File: src/rtl/cpwm_pkg.sv
package cpwm_pkg;

    // PWM latch state: on-request and "an on-time has completed since run"
    typedef struct packed {
        logic on;
        logic done;
    } latch_st_t;

endpackage

File: src/rtl/cpwm_skip.sv
module cpwm_skip #(
    parameter int SKIP_N = 2
) (
    input  logic clk,
    input  logic rst_n,
    input  logic run_i,
    input  logic start_i,
    input  logic trip2_i,
    output logic busy_o
);
    localparam int SKW = $clog2(SKIP_N + 1);

    typedef struct packed {
        logic [SKW-1:0] cnt;
    } skip_st_t;

    skip_st_t st_d, st_q;

    always_comb begin
        st_d = st_q;
        if (!run_i) begin
            st_d.cnt = '0;
        end else if (trip2_i) begin
            st_d.cnt = SKW'(SKIP_N);
        end else if (start_i && (st_q.cnt != '0)) begin
            st_d.cnt = st_q.cnt - 1'b1;
        end
    end

    always_ff @(posedge clk or negedge rst_n) begin
        if (!rst_n) st_q <= '0;
        else        st_q <= st_d;
    end

    assign busy_o = (st_q.cnt != '0);
endmodule

File: src/rtl/cpwm_latch.sv
module cpwm_latch
    import cpwm_pkg::*;
(
    input  logic clk,
    input  logic rst_n,
    input  logic run_i,
    input  logic start_i,
    input  logic skip_i,
    input  logic ramp_i,
    input  logic ilim1_i,
    input  logic ilim2_i,
    output logic main_req_o,
    output logic comp_req_o
);
    latch_st_t st_d, st_q;
    logic      clr_any;

    assign clr_any = ramp_i | ilim1_i | ilim2_i;

    always_comb begin
        st_d = st_q;
        if (!run_i) begin
            st_d = '0;
        end else begin
            if (clr_any) begin
                if (st_q.on) st_d.done = 1'b1;
                st_d.on = 1'b0;
            end else if (start_i && !skip_i) begin
                st_d.on = 1'b1;
            end
        end
    end

    always_ff @(posedge clk or negedge rst_n) begin
        if (!rst_n) st_q <= '0;
        else        st_q <= st_d;
    end

    assign main_req_o = st_q.on;
    assign comp_req_o = st_q.done & ~st_q.on;
endmodule

File: src/rtl/cpwm_deadtime.sv
module cpwm_deadtime #(
    parameter int DT_W = 4
) (
    input  logic            clk,
    input  logic            rst_n,
    input  logic            run_i,
    input  logic            main_req_i,
    input  logic            comp_req_i,
    input  logic [DT_W-1:0] dead_i,
    output logic            gate_o,
    output logic            gate_n_o
);
    localparam logic [DT_W-1:0] GAP_MAX = '1;

    typedef struct packed {
        logic            g;
        logic            gn;
        logic [DT_W-1:0] gap;
    } dt_st_t;

    dt_st_t st_d, st_q;
    logic   both_low;
    logic   gap_ok;

    assign both_low = ~st_q.g & ~st_q.gn;
    assign gap_ok   = both_low && (st_q.gap >= dead_i);

    always_comb begin
        st_d = st_q;
        if (!both_low)             st_d.gap = '0;
        else if (st_q.gap != GAP_MAX) st_d.gap = st_q.gap + 1'b1;

        st_d.g  = run_i & main_req_i & (st_q.g  | gap_ok);
        st_d.gn = run_i & comp_req_i & (st_q.gn | gap_ok);
    end

    always_ff @(posedge clk or negedge rst_n) begin
        if (!rst_n) st_q <= '0;
        else        st_q <= st_d;
    end

    assign gate_o   = st_q.g;
    assign gate_n_o = st_q.gn;
endmodule

File: src/rtl/cpwm_gate_core.sv
module cpwm_gate_core #(
    parameter int DT_W   = 4,
    parameter int SKIP_N = 2
) (
    input  logic            clk,
    input  logic            rst_n,
    input  logic            run_i,
    input  logic            start_i,
    input  logic            ramp_trip_i,
    input  logic            ilim1_i,
    input  logic            ilim2_i,
    input  logic [DT_W-1:0] dead_i,
    output logic            gate_o,
    output logic            gate_n_o
);
    logic skip_busy;
    logic main_req;
    logic comp_req;

    cpwm_skip #(.SKIP_N(SKIP_N)) u_skip (
        .clk     (clk),
        .rst_n   (rst_n),
        .run_i   (run_i),
        .start_i (start_i),
        .trip2_i (ilim2_i),
        .busy_o  (skip_busy)
    );

    cpwm_latch u_latch (
        .clk        (clk),
        .rst_n      (rst_n),
        .run_i      (run_i),
        .start_i    (start_i),
        .skip_i     (skip_busy),
        .ramp_i     (ramp_trip_i),
        .ilim1_i    (ilim1_i),
        .ilim2_i    (ilim2_i),
        .main_req_o (main_req),
        .comp_req_o (comp_req)
    );

    cpwm_deadtime #(.DT_W(DT_W)) u_dt (
        .clk        (clk),
        .rst_n      (rst_n),
        .run_i      (run_i),
        .main_req_i (main_req),
        .comp_req_i (comp_req),
        .dead_i     (dead_i),
        .gate_o     (gate_o),
        .gate_n_o   (gate_n_o)
    );
endmodule

File: config.mk
export PLATFORM = sky130hd
export DESIGN_NAME = cpwm_gate_core
export DESIGN_NICKNAME = d
export VERILOG_FILES = /design/src/rtl/cpwm_pkg.sv /design/src/rtl/cpwm_skip.sv /design/src/rtl/cpwm_latch.sv /design/src/rtl/cpwm_deadtime.sv /design/src/rtl/cpwm_gate_core.sv
export SDC_FILE = /design/constraint.sdc
export NUM_CORES = 1
export LEC_CHECK = 0
export ABC_AREA = 1
export BUFFER_PORTS_ARGS = -buffer_cell sky130_fd_sc_hd__clkbuf_2
export CORE_AREA = 2 2 39 41
export DETAILED_ROUTE_END_ITERATION = 10
export DIE_AREA = 0 0 41 43
export PLACE_DENSITY = 0.75
export SETUP_SLACK_MARGIN = 0.15
export SLEW_MARGIN = 30
export SYNTH_ARGS = -nofsm -noshare
export SYNTH_HDL_FRONTEND = slang
export SYNTH_SLANG_ARGS = --single-unit
File: constraint.sdc
create_clock -name clk -period 2.2 [get_ports clk]
set_input_delay 0.11 -clock clk [delete_from_list [all_inputs] [get_ports clk]]
set_output_delay 0.11 -clock clk [all_outputs]
set_load 0.05 [all_outputs]
# After elaboration in Yosys (flattened, before gate mapping)
# Cells that the tools add are included.
[word_totals]
register_bits = 10
output_inout_bits = 2
elab_cells = 44
[classes]
n_reduce_logical = 6
n_eq_ne = 6
bitwise_logic = 13
muxes = 10
addsub = 2
order_cmp = 1
[ops]
columns = ["op", "count"]
rows = [
  ["2-bit 2-to-1 mux", 4],
  ["4-bit 2-to-1 mux", 2],
  ["1-bit bitwise AND", 6],
  ["3-bit by 1-bit inequality test with 1-bit output (second input constant)", 2],
  ["4-bit by 1-bit adder with 4-bit output (second input constant)", 1],
  ["4-bit greater-or-equal comparator", 1],
  ["1-bit 2-to-1 mux", 4],
  ["2-bit by 1-bit inequality test with 1-bit output (second input constant)", 2],
  ["4-bit inequality test (second input constant)", 1],
  ["1-bit bitwise OR", 4],
  ["1-bit logical AND", 3],
  ["1-bit inverter", 3],
  ["2-bit inequality test (second input constant)", 1],
  ["2-bit AND reduction", 1],
  ["2-bit nonzero test", 1],
  ["2-bit by 1-bit subtractor with 2-bit output (second input constant)", 1],
  ["1-bit zero test", 1],
]

# Depth between registers and ports, before layout
# Gate-level depths: netlist (run 1).
[logic_depth]
ltp_word = 6
depth_mapped = 9
depth_no_buf = 9

# Modules after synthesis
# From an unflattened synthesis (run 1), not the netlist that was laid out.
[unflattened]
hier_cells = 78
area_unflattened_um2 = 613.1
[by_module_without_submodules]
columns = ["module", "instances", "cells_each", "seq_area_each_um2", "area_each_um2"]
rows = [
  ["cpwm_deadtime", 1, 46, 150.1, 382.9],
  ["cpwm_skip", 1, 19, 50.0, 130.1],
  ["cpwm_latch", 1, 13, 50.0, 100.1],
]

# Worst setup path after synthesis (run 1)
# OpenSTA, ideal clock, no wires.
[synth_timing]
kind = "reg-to-reg"
from = "register u_dt.st_q[2] (netlist name)"
to = "register u_dt.st_q (netlist bit u_dt.gate_n_o)"
n_path_buf = 0
period_less_slack_ps = 1127
required_time_ps = 2079
t_arrival_ps = 1006
path_stages_with_launch = 8
setup_slack_ps = 1073
setup_ps = 121
path_cell_list = "dfrtp_1 -> ha_1 -> nand2_1 -> inv_1 -> nand2_1 -> nand3_1 -> nand2_1 -> a21oi_1"
[synth_lines]
columns = ["element", "line", "rtl"]
rows = [
  ["start: declaration", "cpwm_deadtime.sv:21", "dt_st_t st_d, st_q;"],
  ["start signal: assignment", "cpwm_deadtime.sv:39", "else st_q <= st_d;"],
]

==> results of run 1 <==
## worst min path at each step
stage | from | end | slack [ns] | depth (start not counted)
2_1_floorplan | rst_n | u_dt.gate_n_o | -0.19 | 0
4_1_cts | ilim1_i | u_latch.main_req_o | 0.11 | 4
6_report | ilim1_i | u_latch.main_req_o | 0.11 | 4
3_5_place_dp | rst_n | u_latch.st_q[0] | -0.02 | 1
3_3_place_gp | rst_n | u_dt.gate_o | -0.02 | 1
5_1_grt | ramp_trip_i | u_latch.main_req_o | 0.14 | 4
## cell type report
cell class / instances / share of cell area
Tap cell: 16 / 0.02899
Clock buffer: 3 / 0.03261
Timing Repair Buffer: 13 / 0.1014
Multi-Input combinational cell: 43 / 0.3822
Inverter: 17 / 0.09239
Sequential cell: 10 / 0.3623
## worst max-delay path, stage by stage (launching register included)
cell	delay [ns]
dfrtp_1	0.42
ha_1	0.32
a21oi_1	0.14
nand3_1	0.09
nand2_1	0.08
a21oi_1	0.06
## layer usage
metal / share of wire / wire (µm)
met5: 0 / 0
met2: 0.53 / 516
met1: 0.42 / 415
met3: 0.047 / 46
met4: 0.0041 / 4
## power groups by stage
stage	Sequential, W	Combinational (W)	Clock (W)
after global routing	0.000276	0.000289	0.000128
final	0.000267	0.000252	0.000116
after global placement	0.000267	0.000244	0
after CTS	0.000268	0.000257	0.000118
after floorplan	0.000262	0.000198	0
after detailed placement	0.000271	0.000256	0
## through the flow
stage / area, µm² / utilization
detailed placement: 658.1 / 0.4756
CTS: 690.7 / 0.4991
floorplan: 578.1 / -
finish: 690.7 / 0.4991
global placement: 658.1 / 0.4756
global route: 690.7 / 0.4991
## synth_stat cells
library cell	number
o211ai_2	1
o21ai_0	2
xor2_1	1
nand2_1	9
dfrtp_1	10
a211oi_1	1
nor2_2	1
inv_1	16
nand3_1	5
a31oi_1	1
ha_1	6
nor2_1	4
nand4_1	3
a21oi_1	6
o21ai_1	2
inv_2	1
nor3_1	1
## placed cells by master (no fill, tap or decap), drive strengths merged
cell,n
nand3,5
a211oi,1
xor2,1
dfrtp,10
o211ai,1
nor3,1
a31oi,1
inv,17
o21ai,4
nand2,9
nor2,5
dlygate4sd3,1
clkbuf,15
a21oi,6
nand4,3
ha,6
## registers in the layout, summed over array words and instances, names as in the netlist
name	cells
u_dt.gate_o	1
u_latch.st_q	1
u_skip.st_q	2
u_dt.st_q	4
u_latch.main_req_o	1
u_dt.gate_n_o	1
## timing repair
action	4_1_cts	5_1_grt
hold buffers	1	0
buffers inserted	0	0
hold endpoints to repair	10	0
setup endpoints to repair	0	0
## logic make-up (layout without fill, tap and decap cells)
| logic type | Yosys count | count (layout) | synth area share |
|---|---|---|---|
| adders and majority gates | 6 | 6 | 0.1299 |
| AOI/OAI and AO/OA | 13 | 13 | 0.1320 |
| and+or+nand+nor | 23 | 23 | 0.1796 |
| DFF | 10 | 10 | 0.4329 |
| buffers and inverters | 17 | 33 | 0.1104 |
| xor gates and xnor gates | 1 | 1 | 0.01515 |
==> results.md, run 1 <==
* WHS at approximately 0.11 ns
* Met2 Usage GRT at 0.2344
* Max H-tree Level at 1
* Initial antenna violation count at 0
* Core ar. at about 0.0014 mm²
* Maximum achievable frequency at between 800 and 900 MHz
* ANT cells at 0
* Mapped Cells at 70
* Drt drc at 0
* Leakage at approximately 0.38 nW
* CP arrival at ~1.4 ns
* Site Rows at 14
* Placer Congestion at between 0.6 and 0.7
* Met3 Use GR at 0.03141
* Multi-input combinational cell area at 264.0 µm²
* Power share of the sequential group at 0.420
* Grt total ovfl at 0
* Ranking of synthesized cells by area: dfrtp_1 (43%), ha_1 (13%), inv_1 (10%)
* Post-Syn Area at around 580 µm²
* Worst hold path type: in -> reg
* Clock-pin transition on the worst setup and hold timing paths at 0.06 ns
* Flop2flop setup slack at approximately 0.98 ns
* Clock network power share at 0.183
* Starting Density at 0.4177
* Crit path launch: u_dt.st_q[3]
* Worst Setup Path Type: reg -> reg
* Worst r2r src: u_dt.st_q[3]
* Final Non-Filler Cells at just over 100
* Share of cells above drive strength 1 at 0.2093
* Crit path to: u_dt.gate_o
* Pre-CTS WS at a little under 1 ns
* Total wire length at around 1000 µm
* TritonCTS Buffers at 3
* Cell Pwr Density at about 920 mW/mm²
* Max IR drop VDD at 0.4032 mV
* Grt met1 use at 0.1769
* Vias at 513
* TNS Setup at 0 ns
* Final Hold Fails at 0
* Die footprint at 0.001763 mm²
* Worst Tran Pin Value at ~0.28 ns
* Comb pwr share at 0.397
* Rel. slew slack at 0.8161
* Synth warnings at 0
* WP data required at between 2 and 2.5 ns
* GR peak layer: met2
* Placed wire-length estimate at ~840 µm
* Final setup viols at 0
* Int Pwr at between 0.0004 and 0.0005 W
* 1st-pass router iterations at 4
* Syn Nets at 87
* Clock Sinks at 10
* Final Power at between 0.0006 and 0.0007 W
* Buffers on Ports at 12
* Worst skew pair latency at 0.25 ns
* Global-route wire length before repair at roughly 1700 µm
* Path depth of the worst reg2reg path at 5
* Die height at roughly 43 µm
* Setup Skew at about 0.00044 ns
* Drt first-iter violations at 6
* Sw Share at 0.3694
* Die W at ~40 µm
* Reg area at 250.2 µm²
* Post-synth top area share at 0.4329
* Vias in the first global route at between 400 and 500
* Reg2reg end: u_dt.gate_o
* # fillers at approximately 150
* CTS tree: done
* Fin crit period at ~1.2 ns
* Outcome: completed
* Post-synthesis sequential area ratio at 0.4329
* Cell variety after synth at 17
* Largest net degree at the start of global routing at 11
* Mean Syn Cell Area at around 8.3 µm²
* Number of synthesized register bits at 10
* Max Cap Viol at 0
* Vias/cell at ~5.0
* Clock buffer depth at 2
* DP Cell Count at 98
* Gr usage total at 0.1450
* Final period util at 0.5525
* Crit. End Element: flop
* Startpoint Class: flop
* Fin nets at 105
* Post-synth top area cell: dfrtp_1
* Worst Slack Setup Final at approximately 1 ns
* Crit path max fanout at 4
* Root buffer selected by CTS: clkbuf_4
* Cts repair resizes at 0
* Area delta synth->final at 19.48%
* I/O pin total at 13
* Wire length per cell at roughly 9.6 µm
* Psw at approximately 0.00023 W
* RSZ-0062 raised after global routing: false
* Post-route ant nets at 0
* Fin. max-slew vios at 0
No activity file was read; power rests on OpenSTA's default activity.
==> run 2, diff against run 1 <==
--- a/config.mk
+++ b/config.mk
@@ -5,12 +5,12 @@
 export SDC_FILE = /design/constraint.sdc
 export NUM_CORES = 1
 export LEC_CHECK = 0
-export ABC_AREA = 1
+export ABC_AREA = 0
 export BUFFER_PORTS_ARGS = -buffer_cell sky130_fd_sc_hd__clkbuf_2
 export CORE_AREA = 2 2 39 41
 export DETAILED_ROUTE_END_ITERATION = 10
 export DIE_AREA = 0 0 41 43
-export PLACE_DENSITY = 0.75
+export PLACE_DENSITY = 0.78
 export SETUP_SLACK_MARGIN = 0.15
 export SLEW_MARGIN = 30
 export SYNTH_ARGS = -nofsm -noshare
==> constraint.sdc (replaced) <==
create_clock -name clk -period 1 [get_ports clk]
set_input_delay 0.05 -clock clk [delete_from_list [all_inputs] [get_ports clk]]
set_output_delay 0.05 -clock clk [all_outputs]
set_load 0.05 [all_outputs]
==> run 2 against run 1 <==
- final cell count grew 2.9%
- critical endpoint is now u_dt.gate_n_o
- sequential power up 110%
- final area is 39% higher
- clock power grew to 3.3 times the previous value
- largest power group is now combinational cells
- critical path type unchanged
- highest routed layer unchanged
- wire length is 55% higher
- non-clock buffer count increased by 16
- the run now ends with negative setup slack left
- sequential cell count did not move
- die area unchanged
- utilization rose by 20 points
- setup slack got worse by 1.3 ns
==> results.md, run 2 <==
* Outcome: finished with violations
* Failing checks: negative setup slack
* Startpoint Class: flop
* Cell variety after synth at 26
* Gr usage total at 0.2099
* Synth warnings at 0
* Final Power at ~0.0022 W
* Drt drc at 0
* Pre-CTS WS at -0.3323 ns
* Number of synthesized flops with an enable pin at 0
* Reg area at 251.5 µm²
* 1st-pass router iterations at 4
* Crit. End Element: flop
* Drt first-iter violations at 7
* Share of cells above drive strength 1 at 0.5506
* Max H-tree Level at 1
* Worst hold path type: in -> reg
* Delay-heaviest family, CP: simple AND/OR/NAND/NOR gates
* Rel. slew slack at 0.8018
* CP cell instances: inv_1, ha_1, or3b_4, a21oi_2, a211oi_1
* CP arrival at 1.50 ns
* RSZ-0062 raised after global routing: true
* Clock Sinks at 10
* Fin nets at roughly 110
* # fillers at 115
* Mux cell area share after synthesis at 0.01717
* Post-synth top flop: dfrtp_1
* Root buffer selected by CTS: clkbuf_4
* Initial antenna violation count at 0
* Synth Area in Simple Gates at 0.1588
* Top reg by flops: u_dt.st_q
* Placed wire-length estimate at 1004 µm
* Total wire length at 1524 µm
* Worst Setup Path Type: reg -> reg
* Reg2reg end: u_dt.gate_n_o
* Max IR drop VDD at ~1.1 mV
* Buffers on Ports at 12
* Ranking of synthesized cells by area: dfrtp_1 (43%), ha_1 (13%), inv_1 (5.2%)
* Clock buffer depth at 2
* Setup Skew at between 0.004 and 0.005 ns
* Ys async rst share at 1.000
* Most frequent cells in the layout: buf_4 (11), clkbuf_2 (10), dfrtp_1 (9), inv_1 (6)
* Post-Synth Adder-Cell Area at 0.1288
* Top cells by instance count after synthesis: dfrtp_1 (10), inv_1 (8), ha_1 (6), a21oi_1 (3), nor3_1 (3)
* Hold Path Depth at 2
* Leakage at roughly 0.47 nW
* Multi-input combinational cell area at roughly 400 µm²
* CTS tree: done
* Most common cell after layout, fill and taps aside: buf_4
* Worst Tran Pin Value at ~0.30 ns
* Slowest stage delay, CP at approximately 0.38 ns
* Path depth of the worst reg2reg path at 5
* Placer Congestion at 0.7086
* XOR/XNOR Fraction of Synth Area at 0.03004
* WP data required at 1.16 ns
* Grt total ovfl at 0
* Largest family of logic cells by synthesized area: compound AO/OA/AOI/OAI gates
* Hold path endpoint: u_latch.st_q[0]
* Maximum achievable frequency at approximately 750 MHz
* Die W at 41 µm
* Largest net degree at the start of global routing at 11
* ANT cells at 0
* Max Cap Viol at 0
* I/O pin total at 13
* Syn Nets at 73
* Core ar. at roughly 0.0014 mm²
* Post-synthesis sequential area ratio at 0.4292
* Clock-pin transition on the worst setup and hold timing paths at ~0.07 ns
* Vias in the first global route at 551
* Cell Pwr Density at 2242 mW/mm²
* Worst skew pair latency at around 0.27 ns
* Final setup viols at 10
* Max FFs per register at 4
* Flop2flop setup slack at -0.34 ns
* Vias/cell at ~5.2
* Crit path launch: u_dt.st_q[0]
* Final Util at 0.6953
* Top-count cell post-synth: dfrtp_1
* Post-route ant nets at 0
* Post-synth top area cell: dfrtp_1
* Final Hold Fails at 0
* Crit path max fanout at 2
* Area delta synth->final at 65.02%
* Critical-path top delay cell: or3b_4
* Site Rows at 14
* Final instance area at ~960 µm²
* Mapped Cells at 56
* Fin crit period at 1.341 ns
* Synth Area in Compound Gates at 0.1845
* CP bufs+invs at 1
* Post-synth top area share at 0.4292
* TNS Setup at -1.889 ns
* Vias at between 500 and 600
* Top flop regs: u_dt.st_q: 4 flops, u_skip.st_q: 2 flops
* Global-route wire length before repair at 2352 µm
* Die footprint at ~0.0018 mm²
* Post-Syn Area at between 500 and 600 µm²
* Mean Syn Cell Area at between 10 and 15 µm²
* Worst r2r src: u_dt.st_q[0]
* Wire length per cell at approximately 15 µm
* Worst Slack Setup Final at -0.3415 ns
* TritonCTS Buffers at 3
* Fin. max-slew vios at 0
* Hold Startpoint: run_i
* Final period util at 1.341
* Die height at 43 µm
* Dpl cell area at between 700 and 800 µm²
* Number of synthesized register bits at 10
* Starting Density at 0.4213
==> run 2: changes by cell type after synthesis, moves of 3 or more <==
cell / change
nand2_1: -8
nand4_1: -3
inv_1: -8
nand3_1: -3
a21oi_1: -3
==> run 2: cells by family after synthesis <==
family,Yosys count
simple gates,15
compound gates,14
flops,10
buf+inv,8
fa+ha+maj,6
xor+xnor,2
mux,1
==> run 2: stage by stage <==
stage,hold WS [ns],instances
4_1_cts,0.04437,105
5_1_grt,0.05671,105
6_report,0.05234,105
3_3_place_gp,-0.06967,92
2_1_floorplan,-0.2456,56
3_5_place_dp,-0.06481,92
==> run 2: worst max-delay path by stage <==
stage | to | slack, ns | cells after the start
global route | u_dt.gate_n_o | -0.38 | 5
finish | u_dt.gate_n_o | -0.34 | 5
CTS | u_dt.gate_n_o | -0.33 | 5
floorplan | u_dt.gate_n_o | -0.35 | 5
detailed placement | u_dt.gate_n_o | -0.33 | 5
global placement | u_dt.gate_n_o | -0.29 | 5
==> run 2: what timing repair did <==
item	4_1_cts	5_1_grt
endpoints found under the setup margin	11	11
pin swaps	8	3
hold buffers	2	0
buffers inserted	7	0
hold endpoints to repair	11	0
gates resized for setup	17	9
==> run 2: layer usage <==
metal,global-route usage,vias to the layer above,share of wire,wire [µm]
met5,0,-,0,0
met4,0.1000,0,0.014,22
met3,0.03141,4,0.039,60
met2,0.3563,16,0.57,873
met1,0.2392,252,0.37,568
li1,-,270,-,-
==> run 2: area by class of cell <==
class	instances	share of cell area
Multi-Input combinational cell	38	0.4096
Sequential cell	10	0.2614
Timing Repair Buffer	29	0.2393
Clock buffer	4	0.03771
Inverter	8	0.03121
Tap cell	16	0.02081
==> run 2: report_power, final <==
part | switching, W | internal [W] | leakage, nW
registers | 0.0000636 | 0.000495 | 0.125
clock network | 0.000156 | 0.000221 | 0.0210
logic | 0.000551 | 0.000671 | 0.324
==> run 3, diff against run 2 <==
--- a/config.mk
+++ b/config.mk
@@ -7,12 +7,11 @@
 export LEC_CHECK = 0
 export ABC_AREA = 0
 export BUFFER_PORTS_ARGS = -buffer_cell sky130_fd_sc_hd__clkbuf_2
-export CORE_AREA = 2 2 39 41
+export CORE_ASPECT_RATIO = 0.9
+export CORE_UTILIZATION = 40
 export DETAILED_ROUTE_END_ITERATION = 10
-export DIE_AREA = 0 0 41 43
-export PLACE_DENSITY = 0.78
+export PLACE_DENSITY = 0.73
 export SETUP_SLACK_MARGIN = 0.15
-export SLEW_MARGIN = 30
 export SYNTH_ARGS = -nofsm -noshare
 export SYNTH_HDL_FRONTEND = slang
 export SYNTH_SLANG_ARGS = --single-unit
==> run 3 against run 2 <==
- the flow still finishes with violations (negative setup slack)
- first-iteration DRC count shrank 71%
- sequential power is 1% lower
- critical path depth did not move
- clock power decreased by 5%
- utilization increased by 5.2 points
- critical endpoint unchanged
- largest cell class unchanged
==> results.md, run 3 (same netlist as run 2, synthesis figures left out) <==
* Max IR drop VDD at between 1.5 and 2 mV
* Core ar. at around 0.0013 mm²
* Max H-tree Level at 1
* Drt first-iter violations at 2
* Final setup viols at 10
* Most common cell after layout, fill and taps aside: buf_4
* CP bufs+invs at 1
* ANT cells at 0
* Outcome: finished with violations
* Worst Tran Pin Value at roughly 0.26 ns
* Max FFs per register at 4
* Starting Density at 0.4516
* Share of cells above drive strength 1 at 0.5333
* Drt drc at 0
* Placed wire-length estimate at between 900 and 1000 µm
* Fin crit period at ~1.4 ns
* Clock network power share at 0.179
* Sw Share at 0.3398
* Placer Congestion at between 0.7 and 0.8
* Crit. End Element: flop
* Comb pwr share at 0.546
* Critical-path top delay cell: or3b_4
* Worst Setup Path Type: reg -> reg
* Reg area at approximately 250 µm²
* Maximum achievable frequency at 728.5 MHz
* Rel. slew slack at 0.8290
* Failing checks: negative setup slack
* Global-route wire length before repair at 2021 µm
* Startpoint Class: flop
* Max Cap Viol at 0
* Largest net degree at the start of global routing at 11
* Int Pwr at 0.001328 W
* Die height at ~38 µm
* DP Cell Count at 90
* Die footprint at between 0.0015 and 0.002 mm²
* Leakage at roughly 0.46 nW
* Root buffer selected by CTS: clkbuf_4
* Worst hold path type: in -> reg
* Vias at around 520
* CP cell instances: inv_1, ha_1, or3b_4, a21oi_2, a211oi_1
* WHS at 0.06109 ns
* Buffers on Ports at 12
* TritonCTS Buffers at 3
* Top reg by flops: u_dt.st_q
* Psw at between 0.0006 and 0.0007 W
* Fin nets at between 100 and 150
* Area delta synth->final at 65.45%
* Worst Slack Setup Final at -0.3728 ns
* Top flop regs: u_dt.st_q: 4 flops, u_skip.st_q: 2 flops
* Clock-pin transition on the worst setup and hold timing paths at 0.07 ns
* Most frequent cells in the layout: buf_4 (13), clkbuf_2 (10), dfrtp_1 (9), inv_1 (6), ha_1 (4)
* Vias/cell at ~5.0
* 1st-pass router iterations at 2
* WP data required at approximately 1.1 ns
* Site Rows at 12
* Cell Pwr Density at ~2100 mW/mm²
* CP arrival at between 1.5 and 2 ns
* Vias in the first global route at ~470
* CTS tree: done
* Setup Skew at ~0.009 ns
* I/O pin total at 13
* Wire length per cell at approximately 13 µm
* Clock Sinks at 10
* Clock buffer depth at 2
* Worst skew pair latency at 0.27 ns
* Power share of the sequential group at 0.275
* Grt total ovfl at 0
* Final period util at 1.373
* Final Hold Fails at 0
* RSZ-0062 raised after global routing: true
* Die W at approximately 42 µm
* Post-route ant nets at 0
* # fillers at between 80 and 90
* Multi-input combinational cell area at approximately 380 µm²
* Initial antenna violation count at 0
* Total wire length at between 1000 and 1500 µm
* Slowest stage delay, CP at about 0.38 ns
* Delay-heaviest family, CP: simple AND/OR/NAND/NOR gates
* Flop2flop setup slack at -0.37 ns
* Gr usage total at 0.1823
* Final Non-Filler Cells at 104
* Fin. max-slew vios at 0
* Crit path max fanout at 2
==> run 3: cell types whose count changed in the layout (fill, tap and decap cells not counted), sizes merged <==
cell / previous run / this run
clkbuf: 16 / 15
buf: 15 / 17
==> run 3: worst reg2reg max path, stage by stage, from the launching register on <==
cell	delay, ns
dfrtp_1	0.36
inv_1	0.05
ha_1	0.26
or3b_4	0.38
a21oi_2	0.14
a211oi_1	0.05
==> run 3: cell type report <==
type                       count  share of cell area
multi-input combinational     38              0.3969
sequential                    10              0.2607
timing repair buffer          30              0.2555
clock buffer                   4             0.03761
inverter                       8             0.03113
tap                           14             0.01816
==> run 3: per-layer routing <==
layer,vias up,part of all wire,GRT usage
li1,272,-,-
met5,-,0,0
met3,5,0.030,0.07075
met2,7,0.48,0.2885
met4,0,0.015,0.09375
met1,234,0.48,0.2179
==> run 3: what timing repair did <==
item | 4_1_cts | 5_1_grt
endpoints found under the hold margin | 11 | 0
cloned | 0 | 0
pin swaps | 7 | 7
setup buffers | 3 | 5
hold buffers | 2 | 0
setup endpoints to repair | 11 | 11
resized for setup | 14 | 10
==> run 3: per-stage QoR <==
step	area (µm²)	setup TNS (ns)	total power [W]	utilization	setup WS, ns
finish	964.7	-2.061	0.002011	0.7471	-0.3728
global placement	729.5	-1.379	0.001284	0.5649	-0.2914
floorplan	591.8	-0.9943	0.001030	-	-0.3455
CTS	879.6	-1.714	0.001888	0.6812	-0.3507
global route	964.7	-2.636	0.002163	0.7471	-0.4566
detailed placement	729.5	-1.713	0.001317	0.5649	-0.3370
==> run 3: power groups by stage <==
stage / registers [W] / clock network (W) / logic, W
after floorplan: 0.000578 / 0 / 0.000452
after global placement: 0.000544 / 0 / 0.000739
after detailed placement: 0.000558 / 0 / 0.000759
after CTS: 0.000551 / 0.000363 / 0.000974
after global routing: 0.000562 / 0.000396 / 0.00121
final: 0.000553 / 0.000360 / 0.00110
==> run 3: worst paths after layout <==
check / start / end / cells after the start
min reg2reg: u_latch.st_q[0] / u_latch.st_q[0] / 1
min: run_i / u_latch.st_q[0] / 2
max reg2reg: u_dt.st_q[0] / u_dt.gate_n_o / 5
max in group asynchronous: rst_n / u_dt.gate_o / 2
min in group asynchronous: rst_n / u_dt.st_q[3] / 2
max: u_dt.st_q[0] / u_dt.gate_n_o / 5
